**src/rtl/vpc_pkg.sv**
```systemverilog
package vpc_pkg;
  localparam logic [31:0] VPC_OP_MASK   = 32'hFFE0FFFF;
  localparam logic [31:0] VPC_SUSP_CODE = 32'h41600024;
  localparam logic [31:0] VPC_RESM_CODE = 32'h41600004;
  localparam int          VPC_RT_LSB    = 16;
  localparam int          VPC_RT_W      = 5;
  localparam int          VPC_ID_W      = 8;
  localparam int          VPC_SEL_W     = 3;

  typedef enum logic [1:0] {
    VPC_NONE = 2'd0,
    VPC_SUSP = 2'd1,
    VPC_RESM = 2'd2
  } vpc_op_e;

  typedef struct packed {
    vpc_op_e               op;
    logic [VPC_RT_W-1:0]   rt;
  } vpc_req_t;

  function automatic vpc_req_t vpc_classify(input logic [31:0] w);
    vpc_req_t r;
    r.rt = w[VPC_RT_LSB +: VPC_RT_W];
    if ((w & VPC_OP_MASK) == VPC_SUSP_CODE)      r.op = VPC_SUSP;
    else if ((w & VPC_OP_MASK) == VPC_RESM_CODE) r.op = VPC_RESM;
    else                                         r.op = VPC_NONE;
    return r;
  endfunction
endpackage

```
**src/rtl/vpc_decode.sv**
```systemverilog
module vpc_decode
  import vpc_pkg::*;
#(
  parameter int NUM_VP = 4
) (
  input  logic                    feature_en,
  input  logic [NUM_VP-1:0]       ins_vld,
  input  logic [NUM_VP-1:0][31:0] ins_word,
  output vpc_req_t [NUM_VP-1:0]   req_o,
  output logic [NUM_VP-1:0]       want_o
);
  for (genvar i = 0; i < NUM_VP; i++) begin : g_dec
    always_comb begin
      req_o[i]  = vpc_classify(ins_word[i]);
      want_o[i] = feature_en && ins_vld[i] && (req_o[i].op != VPC_NONE);
    end
  end
endmodule

```
**src/rtl/vpc_arbiter.sv**
```systemverilog
module vpc_arbiter #(
  parameter int NUM_VP = 4
) (
  input  logic              clk,
  input  logic              rst_n,
  input  logic [NUM_VP-1:0] want,
  output logic [NUM_VP-1:0] grant,
  output logic [NUM_VP-1:0] stall
);
  // isolate lowest set bit: lowest VP index wins
  always_comb begin
    grant = want & (~want + NUM_VP'(1));
    stall = want & ~grant;
  end

  a_r9_single_grant: assert property (@(posedge clk) disable iff (!rst_n)
    $onehot0(grant));
  a_r9_someone_served: assert property (@(posedge clk) disable iff (!rst_n)
    (|want) |-> ($countones(grant) == 1 && (grant & want) == grant));
endmodule

```
**src/rtl/vpc_status.sv**
```systemverilog
module vpc_status #(
  parameter int NUM_VP = 4
) (
  input  logic              clk,
  input  logic              rst_n,
  input  logic              feature_en,
  input  logic [NUM_VP-1:0] dis_q,
  input  logic [NUM_VP-1:0] wake_req,
  output logic [NUM_VP-1:0] active,
  output logic [NUM_VP-1:0] has_work
);
  for (genvar i = 0; i < NUM_VP; i++) begin : g_st
    logic peer_dis;
    always_comb begin
      peer_dis    = |(dis_q & ~(NUM_VP'(1) << i));
      active[i]   = !feature_en || dis_q[i] || !peer_dis;
      has_work[i] = wake_req[i] && active[i];
    end

    a_r8_idle_hides_wake: assert property (@(posedge clk) disable iff (!rst_n)
      (feature_en && !dis_q[i] && peer_dis) |-> !has_work[i]);
    a_r7_owner_active: assert property (@(posedge clk) disable iff (!rst_n)
      dis_q[i] |-> active[i]);
  end
endmodule

```
**src/rtl/vp_run_ctrl.sv**
```systemverilog
module vp_run_ctrl
  import vpc_pkg::*;
#(
  parameter int NUM_VP = 4,
  localparam int IDX_W = (NUM_VP > 1) ? $clog2(NUM_VP) : 1
) (
  input  logic                             clk,
  input  logic                             rst_n,
  input  logic                             feature_en,
  input  logic [NUM_VP-1:0]                ins_vld,
  input  logic [NUM_VP-1:0][31:0]          ins_word,
  input  logic [NUM_VP-1:0]                wfi_halt,
  input  logic [NUM_VP-1:0]                wake_req,
  output logic [NUM_VP-1:0]                issue_stall,
  output logic [NUM_VP-1:0]                run_en,
  output logic [NUM_VP-1:0]                vp_active,
  output logic [NUM_VP-1:0]                has_work,
  output logic [NUM_VP-1:0]                wb_vld,
  output logic [NUM_VP-1:0][VPC_RT_W-1:0]  wb_idx,
  output logic [NUM_VP-1:0][31:0]          wb_data,
  input  logic [IDX_W-1:0]                 cop_rd_vp,
  input  logic [VPC_SEL_W-1:0]             cop_rd_sel,
  output logic [31:0]                      cop_rd_data,
  input  logic                             cop_wr_en,
  input  logic [IDX_W-1:0]                 cop_wr_vp,
  input  logic [VPC_SEL_W-1:0]             cop_wr_sel,
  input  logic [31:0]                      cop_wr_data
);
  vpc_req_t [NUM_VP-1:0] req;
  logic [NUM_VP-1:0] want, grant;

  logic [NUM_VP-1:0] dis_q, dis_d;
  logic [NUM_VP-1:0] sleep_q, sleep_d;
  logic [NUM_VP-1:0] wbv_q, wbv_d;
  logic [NUM_VP-1:0] wbbit_q, wbbit_d;
  logic [NUM_VP-1:0][VPC_RT_W-1:0] wbidx_q, wbidx_d;

  vpc_op_e            sel_op;
  logic [VPC_RT_W-1:0] sel_rt;
  logic               fire, prior;

  vpc_decode #(.NUM_VP(NUM_VP)) u_dec (
    .feature_en (feature_en), .ins_vld(ins_vld), .ins_word(ins_word),
    .req_o(req), .want_o(want)
  );

  vpc_arbiter #(.NUM_VP(NUM_VP)) u_arb (
    .clk(clk), .rst_n(rst_n), .want(want), .grant(grant), .stall(issue_stall)
  );

  vpc_status #(.NUM_VP(NUM_VP)) u_st (
    .clk(clk), .rst_n(rst_n), .feature_en(feature_en), .dis_q(dis_q),
    .wake_req(wake_req), .active(vp_active), .has_work(has_work)
  );

  // one-hot mux of the served request
  always_comb begin
    sel_op = VPC_NONE;
    sel_rt = '0;
    for (int i = 0; i < NUM_VP; i++) begin
      if (grant[i]) begin
        sel_op = req[i].op;
        sel_rt = req[i].rt;
      end
    end
    fire  = |grant;
    prior = |(dis_q & grant);
  end

  // next state
  always_comb begin
    dis_d   = dis_q;
    sleep_d = sleep_q & ~has_work;
    wbv_d   = grant;
    wbbit_d = wbbit_q;
    wbidx_d = wbidx_q;
    if (fire) begin
      for (int i = 0; i < NUM_VP; i++) begin
        if (grant[i]) begin
          wbbit_d[i] = prior;
          wbidx_d[i] = sel_rt;
        end
      end
      if (sel_op == VPC_SUSP && !prior) begin
        dis_d   = dis_q | grant;
        sleep_d = sleep_d | ~grant;
      end else if (sel_op == VPC_RESM && prior) begin
        dis_d   = dis_q & ~grant;
        sleep_d = sleep_d & (grant | wfi_halt);
      end
    end
  end

  // registers
  always_ff @(posedge clk or negedge rst_n) begin
    if (!rst_n) begin
      dis_q   <= '0;
      sleep_q <= '0;
      wbv_q   <= '0;
      wbbit_q <= '0;
      wbidx_q <= '0;
    end else begin
      dis_q   <= dis_d;
      sleep_q <= sleep_d;
      wbv_q   <= wbv_d;
      if (fire) begin
        wbbit_q <= wbbit_d;
        wbidx_q <= wbidx_d;
      end
    end
  end

  // outputs
  always_comb begin
    run_en = ~sleep_q & ~wfi_halt;
    wb_vld = wbv_q;
    wb_idx = wbidx_q;
    for (int i = 0; i < NUM_VP; i++) wb_data[i] = {31'd0, wbbit_q[i]};
    cop_rd_data = '0;
    if (cop_rd_sel == VPC_SEL_W'(0) && 32'(cop_rd_vp) < NUM_VP)
      cop_rd_data = {31'd0, dis_q[cop_rd_vp]};
    else if (cop_rd_sel == VPC_SEL_W'(1))
      cop_rd_data = {{(32-VPC_ID_W){1'b0}}, VPC_ID_W'(cop_rd_vp)};
  end

  for (genvar i = 0; i < NUM_VP; i++) begin : g_chk
    a_r2_susp_halts_peers: assert property (@(posedge clk) disable iff (!rst_n)
      (grant[i] && sel_op == VPC_SUSP && !dis_q[i]) |=>
        (dis_q[i] && (&(sleep_q | (NUM_VP'(1) << i)))));
    a_r3_susp_repeat_noop: assert property (@(posedge clk) disable iff (!rst_n)
      (grant[i] && sel_op == VPC_SUSP && dis_q[i]) |=> $stable(dis_q));
    a_r4_resm_spares_wfi: assert property (@(posedge clk) disable iff (!rst_n)
      (grant[i] && sel_op == VPC_RESM && dis_q[i]) |=>
        (!dis_q[i] && ((sleep_q & $past(wfi_halt & ~grant & ~has_work)) ==
                       $past(sleep_q & wfi_halt & ~grant & ~has_work))));
    a_r6_wb_after_accept: assert property (@(posedge clk) disable iff (!rst_n)
      wb_vld[i] |-> $past(grant[i] && feature_en));
  end

  a_r10_off_no_wb: assert property (@(posedge clk) disable iff (!rst_n)
    !feature_en |=> (wb_vld == '0));
  a_r11_write_discarded: assert property (@(posedge clk) disable iff (!rst_n)
    (cop_wr_en && cop_wr_sel == VPC_SEL_W'(0) && !fire &&
     cop_wr_data[0] != dis_q[cop_wr_vp]) |=> $stable(dis_q));
endmodule

```
**config.mk**
```make
export PLATFORM = sky130hd
export DESIGN_NAME = vp_run_ctrl
export DESIGN_NICKNAME = d
export VERILOG_FILES = /design/src/rtl/vpc_pkg.sv /design/src/rtl/vpc_decode.sv /design/src/rtl/vpc_arbiter.sv /design/src/rtl/vpc_status.sv /design/src/rtl/vp_run_ctrl.sv
export SDC_FILE = /design/constraint.sdc
export NUM_CORES = 1
export LEC_CHECK = 0
export ABC_CLOCK_PERIOD_IN_PS = 1670
export CAP_MARGIN = 25
export CORE_AREA = 5 5 149 151
export CTS_CLUSTER_DIAMETER = 30
export CTS_CLUSTER_SIZE = 14
export DETAILED_ROUTE_END_ITERATION = 8
export DIE_AREA = 0 0 154 156
export GPL_TIMING_DRIVEN = 0
export PLACE_DENSITY = 0.65
export SLEW_MARGIN = 0
export SYNTH_ARGS = -nofsm -noshare
export SYNTH_HDL_FRONTEND = slang
export SYNTH_SLANG_ARGS = --single-unit
```
**constraint.sdc**
```tcl
create_clock -name clk -period 1.67 [get_ports clk]
set_input_delay 0.334 -clock clk [delete_from_list [all_inputs] [get_ports clk]]
set_output_delay 0.334 -clock clk [all_outputs]
set_load 0.05 [all_outputs]
```
# After elaboration in Yosys (flattened, before gate mapping)
# Index checks and enable logic that the tools add are counted.
dict set report totals {
  register_bits 36
  inputBits 186
  out_inout_bits 200
  word_cells 108
}
dict set report classes {
  addsub 1
  n_lt_le_gt_ge 1
  eq_ne 11
  n_mux 24
  n_bitwise 15
  n_reduce_logical 45
}
# operator count
set op_table {}
lappend op_table {{$eq 27x26->1 const B} 8}
lappend op_table {{$and 4x4->4} 7}
lappend op_table {{$mux 2} 14}
lappend op_table {{$mux 4} 5}
lappend op_table {{$not 4->4} 5}
lappend op_table {{$mux 5} 3}
lappend op_table {{$logic_and 1x1->1} 14}
lappend op_table {{$or 4x4->4} 3}
lappend op_table {{$reduce_or 3->1} 4}
lappend op_table {{$reduce_and 2->1} 5}
lappend op_table {{$reduce_bool 2->1} 5}
lappend op_table {{$logic_or 1x1->1} 8}
lappend op_table {{$reduce_or 4->1} 2}
lappend op_table {{$logic_not 1->1} 6}
lappend op_table {{$add 4x1->4 const B} 1}
lappend op_table {{$eq 3x1->1 const B} 1}
lappend op_table {{$logic_not 3->1} 1}
lappend op_table {{$lt 2x3->1 const B} 1}
lappend op_table {{$bmux 1 s2} 1}
lappend op_table {{$eq 2x1->1 const B} 1}
lappend op_table {{$eq 2x2->1 const B} 1}
lappend op_table {{$mux 1} 1}

# Longest topological paths before layout
dict set report depth {
  depth_word 17
  ltp_mapped 11
  mapped_depth_nobuf 8
}

# Modules after synthesis
# Synthesis repeated with hierarchy kept, for this count alone.
dict set report hier_totals {
  hier_cells 437
  area_unflattened_um2 3643.5
}
# module instances cells_each area_per_inst_um2 seq_area_each_um2
set modules_own_cells {}
lappend modules_own_cells {vp_run_ctrl 1 336 2911.5 900.9}
lappend modules_own_cells {vpc_decode 1 76 554.3 0.0}
lappend modules_own_cells {vpc_status 1 16 106.4 0.0}
lappend modules_own_cells {vpc_arbiter 1 9 71.3 0.0}

# Worst setup path before layout
# No wires, ideal clock.
dict set report synth_path {
  path_kind {register to output}
  startpoint {register (tool-made name)}
  endpoint {output has_work[2]}
  arrival_ps 2983
  t_required_ps 1336
  slack_ps -1647
  stages_incl_launch_ff 4
  n_path_buf 0
  path_cell_list {dfrtp_1 -> o311ai_0 -> nand2_1 -> inv_1}
}
# element line_no
set synth_lines {}
lappend synth_lines {{to (decl)} vp_run_ctrl.sv:17} ;# output logic [NUM_VP-1:0] has_work,

# Worst setup path in the final report
dict set report layout_path {
  startpoint {input ins_word[12] (netlist bit)}
  endpoint {output issue_stall[2]}
}
dict set report layout_via {
  elab_chain_cells 10
  elab_cells_between_ends 11
  cone_classes {add/sub (1); eq/ne (2); mux (2); bitwise (4); reduce/logical (2)}
}
# element line_no
set layout_lines {}
lappend layout_lines {{from (decl)} vp_run_ctrl.sv:11} ;# input logic [NUM_VP-1:0][31:0] ins_word,
lappend layout_lines {{$eq 27x26->1} vpc_pkg.sv:25} ;# else if ((w & VPC_OP_MASK) == VPC_RESM_CODE) r.op = VPC_RESM;
lappend layout_lines {{$mux 2} vpc_pkg.sv:25}
lappend layout_lines {{$mux 2 (*)} vpc_pkg.sv:24} ;# if ((w & VPC_OP_MASK) == VPC_SUSP_CODE) r.op = VPC_SUSP;
lappend layout_lines {{$reduce_bool 2->1 (*)} vpc_decode.sv:15} ;# want_o[i] = feature_en && ins_vld[i] && (req_o[i].op != VPC_NONE);
lappend layout_lines {{$logic_and 1x1->1 (*)} vpc_decode.sv:15}
lappend layout_lines {{$not 4->4 (*)} vpc_arbiter.sv:12} ;# grant = want & (~want + NUM_VP'(1));
lappend layout_lines {{$add 4x1->4 (*)} vpc_arbiter.sv:12}
lappend layout_lines {{$and 4x4->4 (*)} vpc_arbiter.sv:12}
lappend layout_lines {{$not 4->4 (*)} vpc_arbiter.sv:13} ;# stall = want & ~grant;
lappend layout_lines {{$and 4x4->4 (*)} vpc_arbiter.sv:13}
lappend layout_lines {{to (decl)} vp_run_ctrl.sv:14} ;# output logic [NUM_VP-1:0] issue_stall,
# Every way passes the cells marked *; elsewhere a longest branch is shown, timed or not.

==> impl_metrics.ini <==
[worst_setup_path]
worstPathRequired_ns = 1.34
worst-path-max-fanout = 4
critPathArrivalTime_ns = 1.73
crit_chain = clkdlybuf4s15_1 > nor4b_4 > nand3_1 > or2_1 > buf_6 > clkinv_4 > buf_8 > nor2_4 > nor2_4 > buf_8
end_kind = output port
worstSetupPathType = input port to output port
setup.worst_path.end = issue_stall[2]
rrSetupSlack_ns = -0.21
worstRegToRegCells = 6
crit_slowest_cell = or2_1
r2r_end = sleep_q[2]
cpPeakStageDelay_ns = 0.25
critPathLaunchType = input port
crit_start = ins_word[12]

[timing]
setup_ws_ns = -0.3931
rsz0062_at_grt = yes
setup_viol_count_final = 38
tightest_slew_ns = 0.6464
period_minus_slack_ns = 2.063
fin_crit_sh_pct = 123.5
fin_setup_tns_ns = -8.851
slew_violations = 0
skew_ns = 0.005053
hold_viol = 0
max_freq_mhz = 484.7
relSlewSlack_pct = 56.57

[power]
peakVddDrop_mv = 0.5012
pwr-share-clk_pct = 30.3
power.density_nw_per_um2 = 482.4
internal_power_mw = 2.146
leakagePower_nw = 3.934
p_total_mw = 3.580
switchingPower_mw = 1.433
power_frac_comb_pct = 45.3
p_sw_share_pct = 40.04
seq_power_share_pct = 24.4

[layout]
fillers = 2132
synthToLayoutAreaGrowth_pct = 114.0
layout-drive-gt1-share_pct = 52.00
final_cell_area_um2 = 7421
n_antenna_cell = 0
layout.nets = 985

[drt]
drt_iter0_drc = 127
wl_um = 15150
drt_pass1_iterations = 4
vias = 3728
top_layer_used = met4
wl_met3_um = 1191
wl_per_cell_um = 14.09
ant_nets = 0
drc = 0
met1Wirelength_um = 5809
met2_length_um = 7924
viasPerCell = 3.468

[die]
core_area_um2 = 20690
rows = 53
die_w_um = 154
die_h_um = 156
initial_utilization_pct = 16.76
ios = 386
dieArea_um2 = 24020

[clock_network]
cts_tree = built
clk_pin_slew_worst_paths_ns = 0.06
insertion_delay_ns = 0.28
root_buffer = clkbuf_16
clk_path_buf_depth = 2
cts_made_buffers = 5
clock_sinks = 36
htreeDepth = 2

[job]
cap_violations = 0

[global_routing]
grt-ovfl-total = 0
grt_pass1_vias = 3825
grt_max_degree = 25
antenna_found_initial = 0
grt_pass1_wl_um = 21670
grt_usage_pct = 11.58

[logic_synthesis]
ys_ff_latch = 36
synthCells = 390
synthFlopType = dfrtp_1
synth_edf_count = 0
synthArstFlopShare_pct = 100.0
synth_area_um2 = 3467
seq_area_frac_synth_pct = 25.98
yosysUniqueCellTypes = 54
synth_warnings = 0
syn_area_per_cell_um2 = 8.890

[place]
dp_hpwl_um = 12630
dpl-instance-area_um2 = 6676
finalWeightedCongestion = 0.7661
io_buffers = 192

[run_status]
violations = negative setup slack
status = finished with violations

[worst_hold_path]
hp-class = flip-flop to flip-flop
## per-layer routing
| layer | vias up | GRT usage (%) |
|---|---|---|
| li1 | 1857 | - |
| met4 | 0 | 2.860 |
| met3 | 14 | 2.718 |
| met2 | 191 | 21.01 |
| met5 | - | 0 |
| met1 | 1666 | 13.80 |
## synth_stat cells (2+ instances only)
cell      number  share of area [%]
buf_4        156                 34
nand2_1       39                4.2
dfrtp_1       36                 26
nor2_1        22                2.4
nor4_1        11                2.0
inv_1         10                1.1
mux2_2         9                2.9
nor4b_1        9                2.3
o21ai_0        8                1.2
nand4_1        6                1.1
nor3_1         6               0.87
and3_1         5               0.90
o41ai_2        5                2.3
buf_6          4                1.3
nand3_1        4               0.58
nor4b_2        4                1.7
nor4bb_1       4                1.2
o311ai_0       4                1.0
and4bb_1       3                1.1
nor2b_1        3               0.54
o211ai_1       3               0.65
a21oi_1        2               0.29
clkinv_2       2               0.29
mux2_1         2               0.65
nor4_2         2               0.72
o22ai_1        2               0.36
or2_1          2               0.36
## logic make-up (layout without fill, tap and decap cells)
group | Yosys count | count (layout) | synth area share (%)
DFF | 36 | 36 | 25.98
muxes | 12 | 12 | 3.861
other | 1 | 155 | 0.1082
buffers and inverters | 173 | 429 | 36.56
AOI/OAI and AO/OA | 35 | 35 | 9.455
and+or+nand+nor | 133 | 133 | 24.04
## power groups by stage
stage / logic (mW) / clock network [mW] / registers, mW
after global placement: 1.63 / 0 / 0.888
after detailed placement: 1.64 / 0 / 0.888
after floorplan: 1.17 / 0 / 0.888
after global routing: 1.70 / 1.17 / 0.871
after CTS: 1.60 / 1.14 / 0.872
final: 1.62 / 1.09 / 0.872
## cells in the final DEF, fill, tap and decap left out, types with 6 or more instances in the layout
cell type,count
dlygate4sd2_1,44
conb_1,155
buf_4,187
nor4_2,8
mux2_4,11
buf_8,15
nand4_1,6
nand2_1,32
clkdlybuf4s50_1,35
dfrtp_1,32
nand2_2,7
buf_2,51
nor2_1,16
nor2_4,6
clkbuf_2,7
clkdlybuf4s15_1,23
buf_6,38
nor4b_4,10
clkbuf_16,6
## critical path, delay by kind of cell
kind / cells / cell delay, ns
and+or+nand+nor: 5 / 0.73
buffers and inverters: 5 / 0.66
## final cells by class
type	instances	area (µm²)	area share, %
multi-input cells	335	2455	33.08
repair buffers	248	2216	29.86
plain buffers	161	1256	16.93
flip-flops and latches	36	905.9	12.21
well taps	275	344.1	4.637
clock buffers	6	128.9	1.737
inverters	12	80.08	1.079
clock inverters	2	35.03	0.4721
## worst min-delay path by stage
stage / start / to / cells past startpoint
floorplan: rst_n / async pin / 0
global placement: wb_idx[6] / wb_idx[6] / 2
detailed placement: rst_n / wb_vld[1] / 1
CTS: wb_idx[8] / wb_idx[8] / 2
global route: wb_idx[6] / wb_idx[6] / 2
finish: wb_idx[8] / wb_idx[8] / 2
## what timing repair did
item                                    in CTS  in global routing
hold buffers                                 1                  0
endpoints found under the setup margin      81                 49
pin swaps                                   63                 35
hold endpoints to repair                    12                  0
resized for setup                          533                 52
buffers inserted                            38                 16
## stage by stage
step / hold WS (ns) / setup WS (ns) / utilization [%] / instances
4_1_cts: 0.4714 / -0.3805 / 35.03 / 1059
5_1_grt: 0.4925 / -0.4763 / 35.87 / 1075
3_3_place_gp: 0.4580 / -2.105 / 32.20 / 1011
3_5_place_dp: 0.2834 / -2.138 / 32.27 / 1012
6_report: 0.4687 / -0.3931 / 35.87 / 1075
2_1_floorplan: 0.03841 / -0.3834 / - / 544
Power figures use the tool's default switching activity.
